==> src/rtl/ptw_pkg.sv <==
package ptw_pkg;
  localparam int XLEN   = 32;
  localparam int OFF_W  = 12;
  localparam int VPN_W  = 10;
  localparam int PPN_W  = 22;
  localparam int PTE_LG = 2;
  localparam int CAUSE_W = 4;
  localparam int PA_PPN_W = XLEN - OFF_W;

  localparam logic [CAUSE_W-1:0] CAUSE_LOAD_PF  = 4'd13;
  localparam logic [CAUSE_W-1:0] CAUSE_STORE_PF = 4'd15;
  localparam logic [1:0]         PRIV_SUP       = 2'b01;

  typedef enum logic [1:0] {
    ST_IDLE,
    ST_LVL1,
    ST_LVL0,
    ST_DONE
  } walk_state_e;

  typedef struct packed {
    logic [PPN_W-1:0] ppn;
    logic [1:0]       rsw;
    logic             d;
    logic             a;
    logic             g;
    logic             u;
    logic             x;
    logic             w;
    logic             r;
    logic             v;
  } pte_t;
endpackage

==> src/rtl/ptw_addr_gen.sv <==
module ptw_addr_gen
  import ptw_pkg::*;
(
  input  logic             lvl0,
  input  logic [PPN_W-1:0] root_ppn,
  input  logic [PPN_W-1:0] l1_ppn,
  input  logic [XLEN-1:0]  va,
  output logic [XLEN-1:0]  pte_addr
);
  localparam int AW = PPN_W + OFF_W;

  logic [PPN_W-1:0] base;
  logic [VPN_W-1:0] idx;
  logic [AW-1:0]    full;
  logic             unused_hi;

  always_comb begin
    base = lvl0 ? l1_ppn : root_ppn;
    idx  = lvl0 ? va[OFF_W+VPN_W-1:OFF_W] : va[XLEN-1:OFF_W+VPN_W];
    full = {base, {OFF_W{1'b0}}} + AW'({idx, {PTE_LG{1'b0}}});
  end

  assign pte_addr  = full[XLEN-1:0];
  assign unused_hi = ^{full[AW-1:XLEN], va[OFF_W-1:0]};
endmodule

==> src/rtl/ptw_pte_eval.sv <==
module ptw_pte_eval
  import ptw_pkg::*;
(
  input  pte_t pte,
  input  logic leaf_lvl,
  input  logic is_store,
  output logic fault
);
  logic bad_enc, is_ptr, perm_bad, ad_bad, unused_bits;

  always_comb begin
    bad_enc  = !pte.v || (pte.w && !pte.r);
    is_ptr   = !(pte.r || pte.w || pte.x);
    perm_bad = is_store ? !pte.w : !pte.r;
    ad_bad   = !pte.a || (is_store && !pte.d);
    if (leaf_lvl) fault = bad_enc || is_ptr || perm_bad || ad_bad || pte.u;
    else          fault = bad_enc || !is_ptr;
  end

  assign unused_bits = ^{pte.g, pte.rsw};
endmodule

==> src/rtl/pt_walker.sv <==
module pt_walker
  import ptw_pkg::*;
(
  input  logic               clk,
  input  logic               rst_n,
  input  logic               req_valid,
  input  logic [XLEN-1:0]    req_va,
  input  logic               req_store,
  input  logic [1:0]         req_priv,
  input  logic [XLEN-1:0]    req_satp,
  output logic               busy,
  output logic               mem_req_valid,
  output logic [XLEN-1:0]    mem_addr,
  input  logic               mem_rsp_valid,
  input  logic [XLEN-1:0]    mem_rsp_data,
  output logic               rsp_valid,
  output logic [XLEN-1:0]    rsp_pa,
  output logic               rsp_fault,
  output logic [CAUSE_W-1:0] rsp_cause,
  output logic [XLEN-1:0]    rsp_tval
);
  // reset: asserted at once, released through two flops
  logic [1:0] rst_pipe;
  logic       rst_core_n;

  always_ff @(posedge clk or negedge rst_n) begin
    if (!rst_n) rst_pipe <= 2'b00;
    else        rst_pipe <= {rst_pipe[0], 1'b1};
  end
  assign rst_core_n = rst_pipe[1];

  walk_state_e      state_q, state_d;
  logic [XLEN-1:0]  va_q, pa_q, pa_d;
  logic [PPN_W-1:0] root_q, l1ppn_q;
  logic             store_q, fault_q, fault_d, res_en;
  logic             accept, xlat_on, at_l0, pte_fault, l1_en;
  logic             unused_satp;
  pte_t             pte;

  assign pte         = pte_t'(mem_rsp_data);
  assign xlat_on     = req_satp[XLEN-1] && (req_priv == PRIV_SUP);
  assign accept      = req_valid && (state_q == ST_IDLE);
  assign at_l0       = (state_q == ST_LVL0);
  assign l1_en       = (state_q == ST_LVL1) && mem_rsp_valid;
  assign unused_satp = ^req_satp[XLEN-2:PPN_W];

  ptw_addr_gen u_addr (
    .lvl0     (at_l0),
    .root_ppn (root_q),
    .l1_ppn   (l1ppn_q),
    .va       (va_q),
    .pte_addr (mem_addr)
  );

  ptw_pte_eval u_eval (
    .pte      (pte),
    .leaf_lvl (at_l0),
    .is_store (store_q),
    .fault    (pte_fault)
  );

  // next-state and result selection
  always_comb begin
    state_d = state_q;
    res_en  = 1'b0;
    pa_d    = pa_q;
    fault_d = fault_q;
    unique case (state_q)
      ST_IDLE: begin
        if (accept) begin
          if (xlat_on) begin
            state_d = ST_LVL1;
          end else begin
            state_d = ST_DONE;
            res_en  = 1'b1;
            pa_d    = req_va;
            fault_d = 1'b0;
          end
        end
      end
      ST_LVL1: begin
        if (mem_rsp_valid) begin
          if (pte_fault) begin
            state_d = ST_DONE;
            res_en  = 1'b1;
            pa_d    = '0;
            fault_d = 1'b1;
          end else begin
            state_d = ST_LVL0;
          end
        end
      end
      ST_LVL0: begin
        if (mem_rsp_valid) begin
          state_d = ST_DONE;
          res_en  = 1'b1;
          fault_d = pte_fault;
          pa_d    = pte_fault ? '0 : {pte.ppn[PA_PPN_W-1:0], va_q[OFF_W-1:0]};
        end
      end
      ST_DONE: state_d = ST_IDLE;
      default: state_d = ST_IDLE;
    endcase
  end

  always_ff @(posedge clk or negedge rst_core_n) begin
    if (!rst_core_n) state_q <= ST_IDLE;
    else             state_q <= state_d;
  end

  // request capture from the live inputs
  always_ff @(posedge clk or negedge rst_core_n) begin
    if (!rst_core_n) begin
      va_q    <= '0;
      store_q <= 1'b0;
      root_q  <= '0;
    end else if (accept) begin
      va_q    <= req_va;
      store_q <= req_store;
      root_q  <= req_satp[PPN_W-1:0];
    end
  end

  always_ff @(posedge clk or negedge rst_core_n) begin
    if (!rst_core_n)  l1ppn_q <= '0;
    else if (l1_en)   l1ppn_q <= pte.ppn;
  end

  always_ff @(posedge clk or negedge rst_core_n) begin
    if (!rst_core_n) begin
      pa_q    <= '0;
      fault_q <= 1'b0;
    end else if (res_en) begin
      pa_q    <= pa_d;
      fault_q <= fault_d;
    end
  end

  assign busy          = (state_q != ST_IDLE);
  assign mem_req_valid = (state_q == ST_LVL1) || (state_q == ST_LVL0);
  assign rsp_valid     = (state_q == ST_DONE);
  assign rsp_pa        = pa_q;
  assign rsp_fault     = fault_q;
  assign rsp_cause     = fault_q ? (store_q ? CAUSE_STORE_PF : CAUSE_LOAD_PF) : '0;
  assign rsp_tval      = va_q;
endmodule

==> config.mk <==
export PLATFORM = sky130hd
export DESIGN_NAME = pt_walker
export DESIGN_NICKNAME = d
export VERILOG_FILES = /design/src/rtl/ptw_pkg.sv /design/src/rtl/ptw_addr_gen.sv /design/src/rtl/ptw_pte_eval.sv /design/src/rtl/pt_walker.sv
export SDC_FILE = /design/constraint.sdc
export NUM_CORES = 1
export LEC_CHECK = 0
export CORE_MARGIN = 1
export CORE_UTILIZATION = 45
export CTS_CLUSTER_SIZE = 20
export DETAILED_ROUTE_END_ITERATION = 10
export DONT_BUFFER_PORTS = 1
export SLEW_MARGIN = 20
export SYNTH_ARGS = -nofsm -noshare
export SYNTH_HDL_FRONTEND = slang
export SYNTH_SLANG_ARGS = --single-unit
==> constraint.sdc <==
create_clock -name clk -period 3.37 [get_ports clk]
set_clock_uncertainty 0.2 [all_clocks]
set_input_delay 1.011 -clock clk [delete_from_list [all_inputs] [get_ports clk]]
set_output_delay 1.011 -clock clk [all_outputs]
set_load 0.005 [all_outputs]
# Word-level counts from Yosys, hierarchy flattened
# Index checks and enable logic that the tools add are counted.
# W data, S select, Z words.
totals:
  out_inout_bits: 104
  rom_bits: 0
  register_bits: 110
  memories: 0
  mem_bits_rw: 0
  latch_bits: 0
classes:
  eq_ne: 9
  n_shift: 0
  n_div: 0
  n_addsub: 1
  multipliers: 0
  n_reduce_logical: 26
  muxes: 31
  n_bitwise: 0
  magnitude_cmp: 0
op_table:
  columns: ["op", "n"]
  rows:
  - ["$mux W32", 6]
  - ["$pmux W32 S3", 1]
  - ["$add A32 B12 Y32", 1]
  - ["$mux W20", 1]
  - ["$mux W1", 13]
  - ["$logic_or A1 B1 Y1", 10]
  - ["$mux W10", 1]
  - ["$mux W2", 5]
  - ["$ne A2 B2 Y1 const B", 5]
  - ["$pmux W2 S4", 1]
  - ["$reduce_and A7 Y1", 1]
  - ["$logic_not A1 Y1", 6]
  - ["$pmux W1 S3", 2]
  - ["$logic_and A1 B1 Y1", 5]
  - ["$eq A2 B1 Y1 const B", 2]
  - ["$eq A2 B2 Y1 const B", 2]
  - ["$mux W4", 1]
  - ["$reduce_and A3 Y1", 1]
  - ["$reduce_bool A3 Y1", 1]
  - ["$logic_not A2 Y1", 1]
  - ["$reduce_bool A2 Y1", 1]

# Longest topological paths before layout
# Gate-level depths: netlist of run 1.
logic_depth:
  ltp_word: 12
  ltp_mapped: 9
  depth_no_buf: 6

# Modules after synthesis
# A second synthesis of run 1 with hierarchy kept.
hier_totals:
  cells_unflattened: 453
  area_unflattened_um2: 5472.7
modules_own_cells:
  columns: ["mod", "instances", "cells_each", "area_each_um2", "seq_area_each_um2"]
  rows:
  - ["pt_walker", 1, 412, 4934.7, 2852.7]
  - ["ptw_addr_gen", 1, 36, 503.0, 0.0]
  - ["ptw_pte_eval", 1, 5, 35.0, 0.0]

# Worst setup path after synthesis of run 1
# Ideal clock, no wire load.
synth_timing:
  path_kind: "in2reg"
  startpoint: "input port mem_rsp_data[2]"
  endpoint: "register pa_q[10], in the netlist rsp_pa[10]"
  t_arrival_ns: 2.428
  path_slack_ns: 0.617
  required_time_ns: 3.045
  cell_stages: 6
  path_cell_list: "or4b_4 -> nor3b_2 -> a2111o_1 -> buf_6 -> buf_12 -> mux2_4"
synth_via:
  elab_chain_len: 12
  word_cells_on_any_way: 21
  classes_between: "eq/ne: 1; mux: 8; reduce/logical: 12"
synth_rtl:
  columns: ["element", "line", "source"]
  rows:
  - ["start: declaration", "pt_walker.sv:15", "input logic [XLEN-1:0] mem_rsp_data,"]
  - ["$logic_or A1 B1 Y1 (2 in a row)", "ptw_pte_eval.sv:13", "is_ptr = !(pte.r || pte.w || pte.x);"]
  - ["$logic_not A1 Y1", "ptw_pte_eval.sv:13", null]
  - ["$logic_or A1 B1 Y1 (4 in a row)", "ptw_pte_eval.sv:16", "if (leaf_lvl) fault = bad_enc || is_ptr || perm_bad || ad_bad || pte.u;"]
  - ["$mux W1 (*)", "ptw_pte_eval.sv:16", null]
  - ["$mux W1", "pt_walker.sv:83", "if (pte_fault) begin"]
  - ["$mux W1", "pt_walker.sv:82", "if (mem_rsp_valid) begin"]
  - ["$pmux W1 S3", "pt_walker.sv:68", "unique case (state_q)"]
  - ["$reduce_and A7 Y1 (no line)", null, null]
  - ["end signal: assignment", "pt_walker.sv:134", "pa_q <= pa_d;"]
  - ["end: declaration", "pt_walker.sv:33", "logic [XLEN-1:0] va_q, pa_q, pa_d;"]
# Every way passes the cells marked *; elsewhere a longest branch is shown, timed or not. The select of a mux whose other input is x is not followed.
# A chain may end at the register's enable or synchronous reset.

# Final worst setup path of run 1
layout_timing:
  startpoint: "register state_q[0]"
  endpoint: "output port mem_addr[4]"
layout_via:
  elab_chain_len: 3
layout_rtl:
  columns: ["element", "line", "source"]
  rows:
  - ["start: declaration", "pt_walker.sv:32", "walk_state_e state_q, state_d;"]
  - ["start signal: assignment", "pt_walker.sv:108", "else state_q <= state_d;"]
  - ["$eq A2 B2 Y1", "pt_walker.sv:43", "assign at_l0 = (state_q == ST_LVL0);"]
  - ["$mux W10", "ptw_addr_gen.sv:19", "idx = lvl0 ? va[OFF_W+VPN_W-1:OFF_W] : va[XLEN-1:OFF_W+VPN_W];"]
  - ["$add A32 B12 Y32", "ptw_addr_gen.sv:20", "full = {base, {OFF_W{1'b0}}} + AW'({idx, {PTE_LG{1'b0}}});"]
  - ["end: declaration", "pt_walker.sv:13", "output logic [XLEN-1:0] mem_addr,"]
# No other way between the ends.

==> flow_summary_export.csv, run 1 <==
group,metric,value,unit
global_routing,grt_first_pass_wirelength,16.8,mm
clocking,worstSkewPairLatency,350,ps
cells_and_area,drive_above_1_share,0.485,
setup_path,worstSetupPathType,"flip-flop to output pin",
die,ioPinCount,207,
cells_and_area,synthToLayoutAreaGrowth,8.30,%
die,fp.dieArea,11800,um2
global_routing,track_usage,0.197,
setup_path,worst-r2r-cell-count,7,
setup_path,timing.rr.start,"state_q[0]",
logic_synthesis,synth-async-reset-ratio,1.00,
die,row_count,38,
logic_synthesis,synth_top_area_frac,0.539,
place,io_buffers,0,
clocking,cts_max_level,3,
drt,via_per_inst,5.94,
logic_synthesis,ys_seq_area_frac,0.539,
power,leakagePower,2.46,nW
clocking,cts.reportedPaths.clkPinSlew,70,ps
sta,rsz0062_at_grt,"no",
logic_synthesis,synthTopCellsByArea,"dfrtp_1, mux2_2, mux2_4",
die,die_w,109,um
global_routing,grt-ovfl-total,0,
clocking,cts_buffers,9,
global_routing,antenna_found_initial,0,
sta,totalNegativeSetupSlack,0,ps
clocking,ctsLongestPathBuffers,2,
power,total_power,6.13,mW
setup_path,cp_cell_sequence,"inv_1 -> ha_2 -> buf_12 -> mux2_2",
sta,finalMaxSlewViolations,0,
setup_path,endpoint_kind,"output pin",
logic_synthesis,synth_edf_count,0,
clocking,cts_hold_buf,0,
power,vdd_drop_max,0.645,mV
clocking,cts_sinks,110,
job,maxCapViolCount,0,
drt,wl_per_cell,23.7,um
place,place_ws,425,ps
sta,setup_viol,0,
setup_path,critPathSlowestCell,"dfrtp_1",
drt,first_pass_iters,4,
sta,fin_crit_sh,0.935,
logic_synthesis,synth_most_common_cell,"dfrtp_1",
logic_synthesis,syn-mean-instance-area,14.9,um2
setup_path,cp_slowest_stage_delay,430,ps
sta,finalHoldViolCount,0,
sta,fin_ws,220,ps
drt,ant_nets,0,
die,initial_core_util,0.467,
setup_path,r2r_slack,700,ps
die,coreArea,10900,um2
global_routing,first_global_vias,2948,
logic_synthesis,yosys.area.top_type,"dfrtp_1",
sta,fin_crit,3150,ps
logic_synthesis,ys.flop_type,"dfrtp_1",
logic_synthesis,synth_cell_types,27,
cells_and_area,layout.nets,444,
sta,fmax,318,MHz
clocking,root_buffer,"clkbuf_16",
sta,max_slew_margin,0.438,
clocking,cts_tree,"built",
setup_path,cp-start-kind,"flip-flop",
power,p_per_area,1110,nW/um2
logic_synthesis,yosys-top-cells-count,"dfrtp_1, mux2_2, a22o_1",
drt,wirelength,11.4,mm
drt,remaining_drc_errors,0,
place,dpl.hpwl,7.88,mm
sta,tightest_slew,843,ps
die,chipHeight,109,um
run_status,status,"complete, no violations",
drt,vias,2862,
cells_and_area,antenna_cells,0,
logic_synthesis,ys_seq_elements,110,
logic_synthesis,netlist_area,5110,um2
min_path,hold_class,"input pin to asynchronous set/reset pin",
logic_synthesis,syn_inst,342,
setup_path,required,2160,ps
place,gp_congestion,0.813,
drt,drtIter0Drc,91,
setup_path,cp.arrival,1940,ps
clocking,cts_setup_buffers,0,
global_routing,grt_max_degree,63,
clocking,post_cts_resize_count,0,
logic_synthesis,ys_warn_count,0,
setup_path,worstReg2RegEnd,"rsp_pa[0]",
setup_path,crit_fanout,26,
==> per-stage QoR <==
step	instances	utilization	hold slack, ps	area (um2)
after floorplan	343	-	131	5110
after global placement	466	0.479	135	5240
after detailed placement	466	0.479	137	5240
after CTS	482	0.506	121	5530
after global routing	482	0.506	119	5530
final	482	0.506	144	5530
==> area by class of cell <==
type	count	area, um2
Clock buffer	11	233
Clock inverter	5	60.1
Fill cell	951	5400
Inverter	5	18.8
Multi-Input combinational cell	202	2170
Sequential cell	110	2760
Tap cell	140	175
Timing Repair Buffer	9	118
==> kinds of logic after synthesis <==
kind of cell	Yosys count	synth area share
buf+inv	31	0.0390
simple gates	17	0.0206
compound gates	42	0.0693
mux	136	0.321
other cells	2	0.00147
fa+ha+maj	4	0.00980
flops	110	0.539
==> routing by layer <==
metal | vias up | track usage | wire [um]
met2 | 133 | 0.329 | 5600
li1 | 1231 | - | -
met3 | 13 | 0.0916 | 1220
met4 | 0 | 0.0695 | 177
met5 | - | 0 | 0
met1 | 1485 | 0.220 | 4430
==> worst max-delay path by stage <==
| stage | startpoint | endpoint | slack, ps | cells past startpoint |
|---|---|---|---|---|
| after global routing | state_q[0] | mem_addr[21] | 120 | 4 |
| after CTS | state_q[0] | mem_addr[4] | 200 | 4 |
| final | state_q[0] | mem_addr[4] | 220 | 4 |
| after floorplan | mem_rsp_data[2] | rsp_pa[10] | 620 | 6 |
| after global placement | mem_rsp_data[2] | rsp_pa[1] | 460 | 5 |
| after detailed placement | mem_rsp_data[2] | rsp_pa[0] | 430 | 5 |
==> worst max-delay path, delay by kind of cell (launching register included) <==
kind                       cells  cell delay (ps)
DFF                            1              430
adders and majority gates      1              400
muxes                          1              380
buffers and inverters          2              340
==> state kept, by name (all words and copies together) (netlist names) <==
name / count
store_q: 1
rst_pipe: 2
root_q: 20
rsp_pa: 32
rsp_fault: 1
state_q: 2
rsp_tval: 32
l1ppn_q: 20
==> power by group <==
group,switching (mW),internal [mW],leakage [nW]
clock,0.483,0.579,0.140
sequential,0.499,1.96,1.34
combinational,1.09,1.53,0.983
==> placed cells by master, fill, tap and decap left out, types with 2 or more instances in the layout <==
| cell type | netlist | routed |
|---|---|---|
| a22o_1 | 33 | 33 |
| buf_12 | 3 | 4 |
| buf_4 | 5 | 5 |
| clkbuf_1 | 16 | 2 |
| clkbuf_16 | 0 | 9 |
| clkinv_4 | 0 | 2 |
| conb_1 | 2 | 3 |
| dfrtp_1 | 110 | 109 |
| ha_1 | 4 | 3 |
| inv_1 | 5 | 5 |
| mux2_2 | 106 | 106 |
| mux2_4 | 29 | 29 |
| nand2_1 | 5 | 4 |
| nand4b_1 | 2 | 2 |
| nor2_1 | 3 | 3 |
| o21ai_0 | 4 | 4 |
No activity file was read; power rests on OpenSTA's default activity.
==> run 2: changes to the inputs <==
- CTS_BUF_LIST: default -> sky130_fd_sc_hd__clkbuf_16
==> run 2 against run 1 <==
  * Combinational power about the same
  * Clock power about the same
  * First-iteration DRC count down 11%
  * Non-clock buffer count unchanged
  * Global-route usage about the same
  * Clock-buffer cell count down 2
  * Utilization unchanged
  * Sequential cell count unchanged
  * Critical endpoint unchanged
  * Largest cell class unchanged
==> flow_summary_export.csv, run 2 (synthesis results as in run 1) <==
group,metric,value,unit
sta,finalMaxSlewViolations,0,
die,coreArea,10900,um2
sta,fin_ws,221,ps
setup_path,crit_fanout,26,
setup_path,cp-start-kind,"flip-flop",
power,p_per_area,1110,nW/um2
drt,wl_per_cell,23.7,um
sta,fin_hold_ws,140,ps
cells_and_area,final_cell_count_no_fill,482,
global_routing,first_global_vias,2950,
global_routing,grt_first_pass_wirelength,16.8,mm
run_status,status,"complete, no violations",
sta,tightest_slew,843,ps
job,maxCapViolCount,0,
sta,fin_crit_sh,0.934,
global_routing,grt_max_degree,63,
cells_and_area,finish.instance_area,5530,um2
sta,setup_viol,0,
setup_path,cp_cell_sequence,"inv_1 -> ha_2 -> buf_12 -> mux2_2",
drt,first_pass_iters,4,
drt,drtIter0Drc,81,
place,dpl.hpwl,7.88,mm
clocking,cts_max_level,3,
cells_and_area,drive_above_1_share,0.485,
global_routing,antenna_found_initial,0,
place,dp.cells,466,
drt,wirelength,11.4,mm
clocking,worstSkewPairLatency,360,ps
place,place_ws,425,ps
clocking,post_cts_resize_count,0,
min_path,hold_class,"input pin to asynchronous set/reset pin",
place,placed_area,5240,um2
global_routing,track_usage,0.197,
drt,remaining_drc_errors,0,
die,ioPinCount,207,
setup_path,cp_slowest_stage_delay,430,ps
sta,totalNegativeSetupSlack,0,ps
cells_and_area,final_common_cell,"dfrtp_1",
place,io_buffers,0,
setup_path,cp.arrival,1940,ps
clocking,cts_buffers,9,
setup_path,required,2160,ps
cells_and_area,synthToLayoutAreaGrowth,8.30,%
die,row_count,38,
clocking,cts_setup_buffers,0,
power,vdd_drop_max,0.644,mV
place,gp_congestion,0.813,
drt,via_per_inst,5.92,
clocking,cts.reportedPaths.clkPinSlew,70,ps
sta,finalHoldViolCount,0,
clocking,cts_tree,"built",
clocking,root_buffer,"clkbuf_16",
clocking,cts_hold_buf,0,
drt,vias,2853,
cells_and_area,layout_common_cells,"dfrtp_1, mux2_2, a22o_1, mux2_4, clkbuf_16",
setup_path,critPathSlowestCell,"dfrtp_1",
sta,rsz0062_at_grt,"no",
sta,fmax,318,MHz
die,die_w,109,um
global_routing,grt-ovfl-total,0,
die,chipHeight,109,um
power,leakagePower,2.47,nW
sta,fin_crit,3150,ps
drt,ant_nets,0,
sta,max_slew_margin,0.438,
die,initial_core_util,0.467,
cells_and_area,antenna_cells,0,
clocking,cts_sinks,110,
clocking,ctsLongestPathBuffers,2,
setup_path,worstSetupPathType,"flip-flop to output pin",
cells_and_area,layout.nets,444,
setup_path,endpoint_kind,"output pin",
die,fp.dieArea,11800,um2
## run 2: power breakdown
group	total, mW	leakage (nW)	switching (mW)	internal, mW
registers	2.45	1.34	0.500	1.96
logic	2.62	0.983	1.09	1.53
clock network	1.06	0.148	0.485	0.573
## run 2: per-layer routing
metal	share of wire	track usage	vias to the layer above
li1	-	-	1230
met1	0.39	0.220	1477
met2	0.49	0.329	133
met3	0.11	0.0916	13
met4	0.015	0.0695	0
met5	0	0	-
## run 2: worst max-delay path: cells and delay by family (launching register included)
kind / cells / cell delay [ps]
DFF: 1 / 430
adders and majority gates: 1 / 400
muxes: 1 / 380
buffers and inverters: 2 / 340
## run 2: worst paths after layout
check / from / cells past startpoint / slack, ps / end
max in group asynchronous: rst_pipe[1] / 1 / 1970 / l1ppn_q[11]
min in group clk: rst_pipe[0] / 0 / 150 / rst_pipe[1]
min: rst_n / 0 / 140 / rst_pipe[1]
max reg2reg: state_q[0] / 7 / 700 / rsp_pa[1]
max: state_q[0] / 4 / 220 / mem_addr[4]
min reg2reg: rst_pipe[0] / 0 / 150 / rst_pipe[1]
## run 2: stage by stage
step                      power [mW]  utilization
after global placement          5.06        0.479
after global routing            6.49        0.506
after floorplan                 4.62            -
final                           6.13        0.506
after CTS                       6.22        0.506
after detailed placement        5.14        0.479
## run 2: layout make-up
type	instances	area [um2]
multi-input combinational	202	2170
clock inverter	7	67.6
clock buffer	9	225
fill	951	5400
sequential	110	2760
tap	140	175
inverter	5	18.8
timing repair buffer	9	118
==> run 3: changes to the inputs <==
- clock period: 3.37 -> 3.28 ns (I/O delays scaled with it)
==> run 3 against run 2 <==
  * Clock power is 5% higher
  * Wire length increased by 0.76%
  * Non-clock buffer count grew 2
  * Largest cell class unchanged
  * Critical endpoint unchanged
==> flow_summary_export.csv, run 3 (synthesis results as in run 1) <==
group,metric,value,unit
sta,fin_crit,3120,ps
sta,fmax,320,MHz
setup_path,worstSetupPathType,"flip-flop to output pin",
drt,wl_met3,1.14,mm
setup_path,worstReg2RegEnd,"rsp_pa[24]",
sta,setup_viol,0,
clocking,cts_tree,"built",
clocking,cts.reportedPaths.clkPinSlew,70,ps
global_routing,track_usage,0.199,
global_routing,first_global_vias,2986,
die,fp.dieArea,11800,um2
global_routing,grt_first_pass_wirelength,17.1,mm
sta,rsz0062_at_grt,"no",
run_status,status,"complete, no violations",
drt,drtIter0Drc,128,
setup_path,endpoint_kind,"output pin",
drt,ant_nets,0,
min_path,hold_class,"input pin to asynchronous set/reset pin",
die,chipHeight,109,um
clocking,worstSkewPairLatency,350,ps
drt,remaining_drc_errors,0,
power,vdd_drop_max,0.558,mV
setup_path,timing.rr.start,"state_q[0]",
drt,dr.max_layer_used,"met4",
global_routing,grt_max_degree,68,
drt,wirelength,11.5,mm
clocking,cts_hold_buf,0,
cells_and_area,drive_above_1_share,0.491,
cells_and_area,synthToLayoutAreaGrowth,8.50,%
power,total_power,6.33,mW
clocking,cts_setup_buffers,0,
sta,totalNegativeSetupSlack,0,ps
cells_and_area,layout_common_cells,"dfrtp_1, mux2_2, a22o_1, mux2_4, clkbuf_16",
sta,max_slew_margin,0.625,
die,ioPinCount,207,
clocking,post_cts_resize_count,0,
drt,vias,2859,
power,leakagePower,2.47,nW
drt,wl_per_cell,23.8,um
setup_path,required,2100,ps
power,p_per_area,1140,nW/um2
drt,first_pass_iters,4,
global_routing,grt-ovfl-total,0,
global_routing,antenna_found_initial,0,
cells_and_area,fin_util,0.507,
sta,fin_hold_ws,124,ps
die,initial_core_util,0.467,
drt,dr_wl_met2,5.73,mm
place,dpl.hpwl,7.94,mm
sta,finalMaxSlewViolations,0,
place,io_buffers,0,
setup_path,endpoint,"mem_addr[4]",
setup_path,worst-r2r-cell-count,8,
die,row_count,38,
setup_path,cp-start-kind,"flip-flop",
cells_and_area,layout.nets,446,
setup_path,crit_fanout,27,
sta,tightest_slew,562,ps
drt,wl_met1,4.47,mm
sta,finalHoldViolCount,0,
clocking,root_buffer,"clkbuf_16",
clocking,cts_sinks,110,
setup_path,r2r_slack,500,ps
sta,fin_crit_sh,0.952,
setup_path,cp.arrival,1940,ps
clocking,cts_max_level,3,
setup_path,cp-startpoint,"state_q[0]",
clocking,ctsLongestPathBuffers,2,
die,coreArea,10900,um2
drt,via_per_inst,5.91,
die,die_w,109,um
place,gp_congestion,0.800,
cells_and_area,antenna_cells,0,
clocking,cts_buffers,9,
job,maxCapViolCount,0,
cells_and_area,final_common_cell,"dfrtp_1",
==> run 3: cell count changes in the layout (fill, tap and decap cells not counted), sizes merged <==
cell      change
buf           +2
clkinvlp      +1
clkinv        -1
==> run 3: stage by stage <==
stage	worst slack, ps	cells	cell area, um2
after floorplan	554	343	5110
after global placement	421	468	5240
after detailed placement	400	468	5240
after CTS	139	484	5540
after global routing	71.2	484	5540
final	159	484	5540
==> run 3: critical path: stages (launching register included) <==
cell and delay [ps]:
dfrtp_1 440, inv_1 110, ha_2 390, buf_12 250
mux2_2 380
==> run 3: cell type report <==
type                            instances  area, um2
Tap cell                              140        175
Timing Repair Buffer                   11        120
Clock buffer                            9        225
Clock inverter                          7       75.1
Multi-Input combinational cell        202       2170
Inverter                                5       18.8
Fill cell                             949       5390
Sequential cell                       110       2760
==> run 3: metal layers <==
layer / vias to the layer above / GRT usage
met3: 13 / 0.0814
met4: 0 / 0.0714
met1: 1486 / 0.223
met2: 127 / 0.340
met5: - / 0
li1: 1233 / -
==> run 3: worst min path at each step <==
stage | startpoint | to | depth (start not counted)
floorplan | rst_pipe[0] | rst_pipe[1] | 0
global placement | rst_pipe[1] | root_q[14] | 0
detailed placement | rst_pipe[0] | rst_pipe[1] | 0
CTS | rst_n | rst_pipe[1] | 0
global route | rst_n | rst_pipe[1] | 0
finish | rst_n | rst_pipe[1] | 0
==> run 3: where the power goes <==
group / total, mW / switching, mW / internal [mW] / leakage, nW
Combinational: 2.70 / 1.12 / 1.57 / 0.987
Sequential: 2.53 / 0.517 / 2.01 / 1.34
Clock: 1.11 / 0.514 / 0.596 / 0.143
Total: 6.33 / 2.16 / 4.18 / 2.47
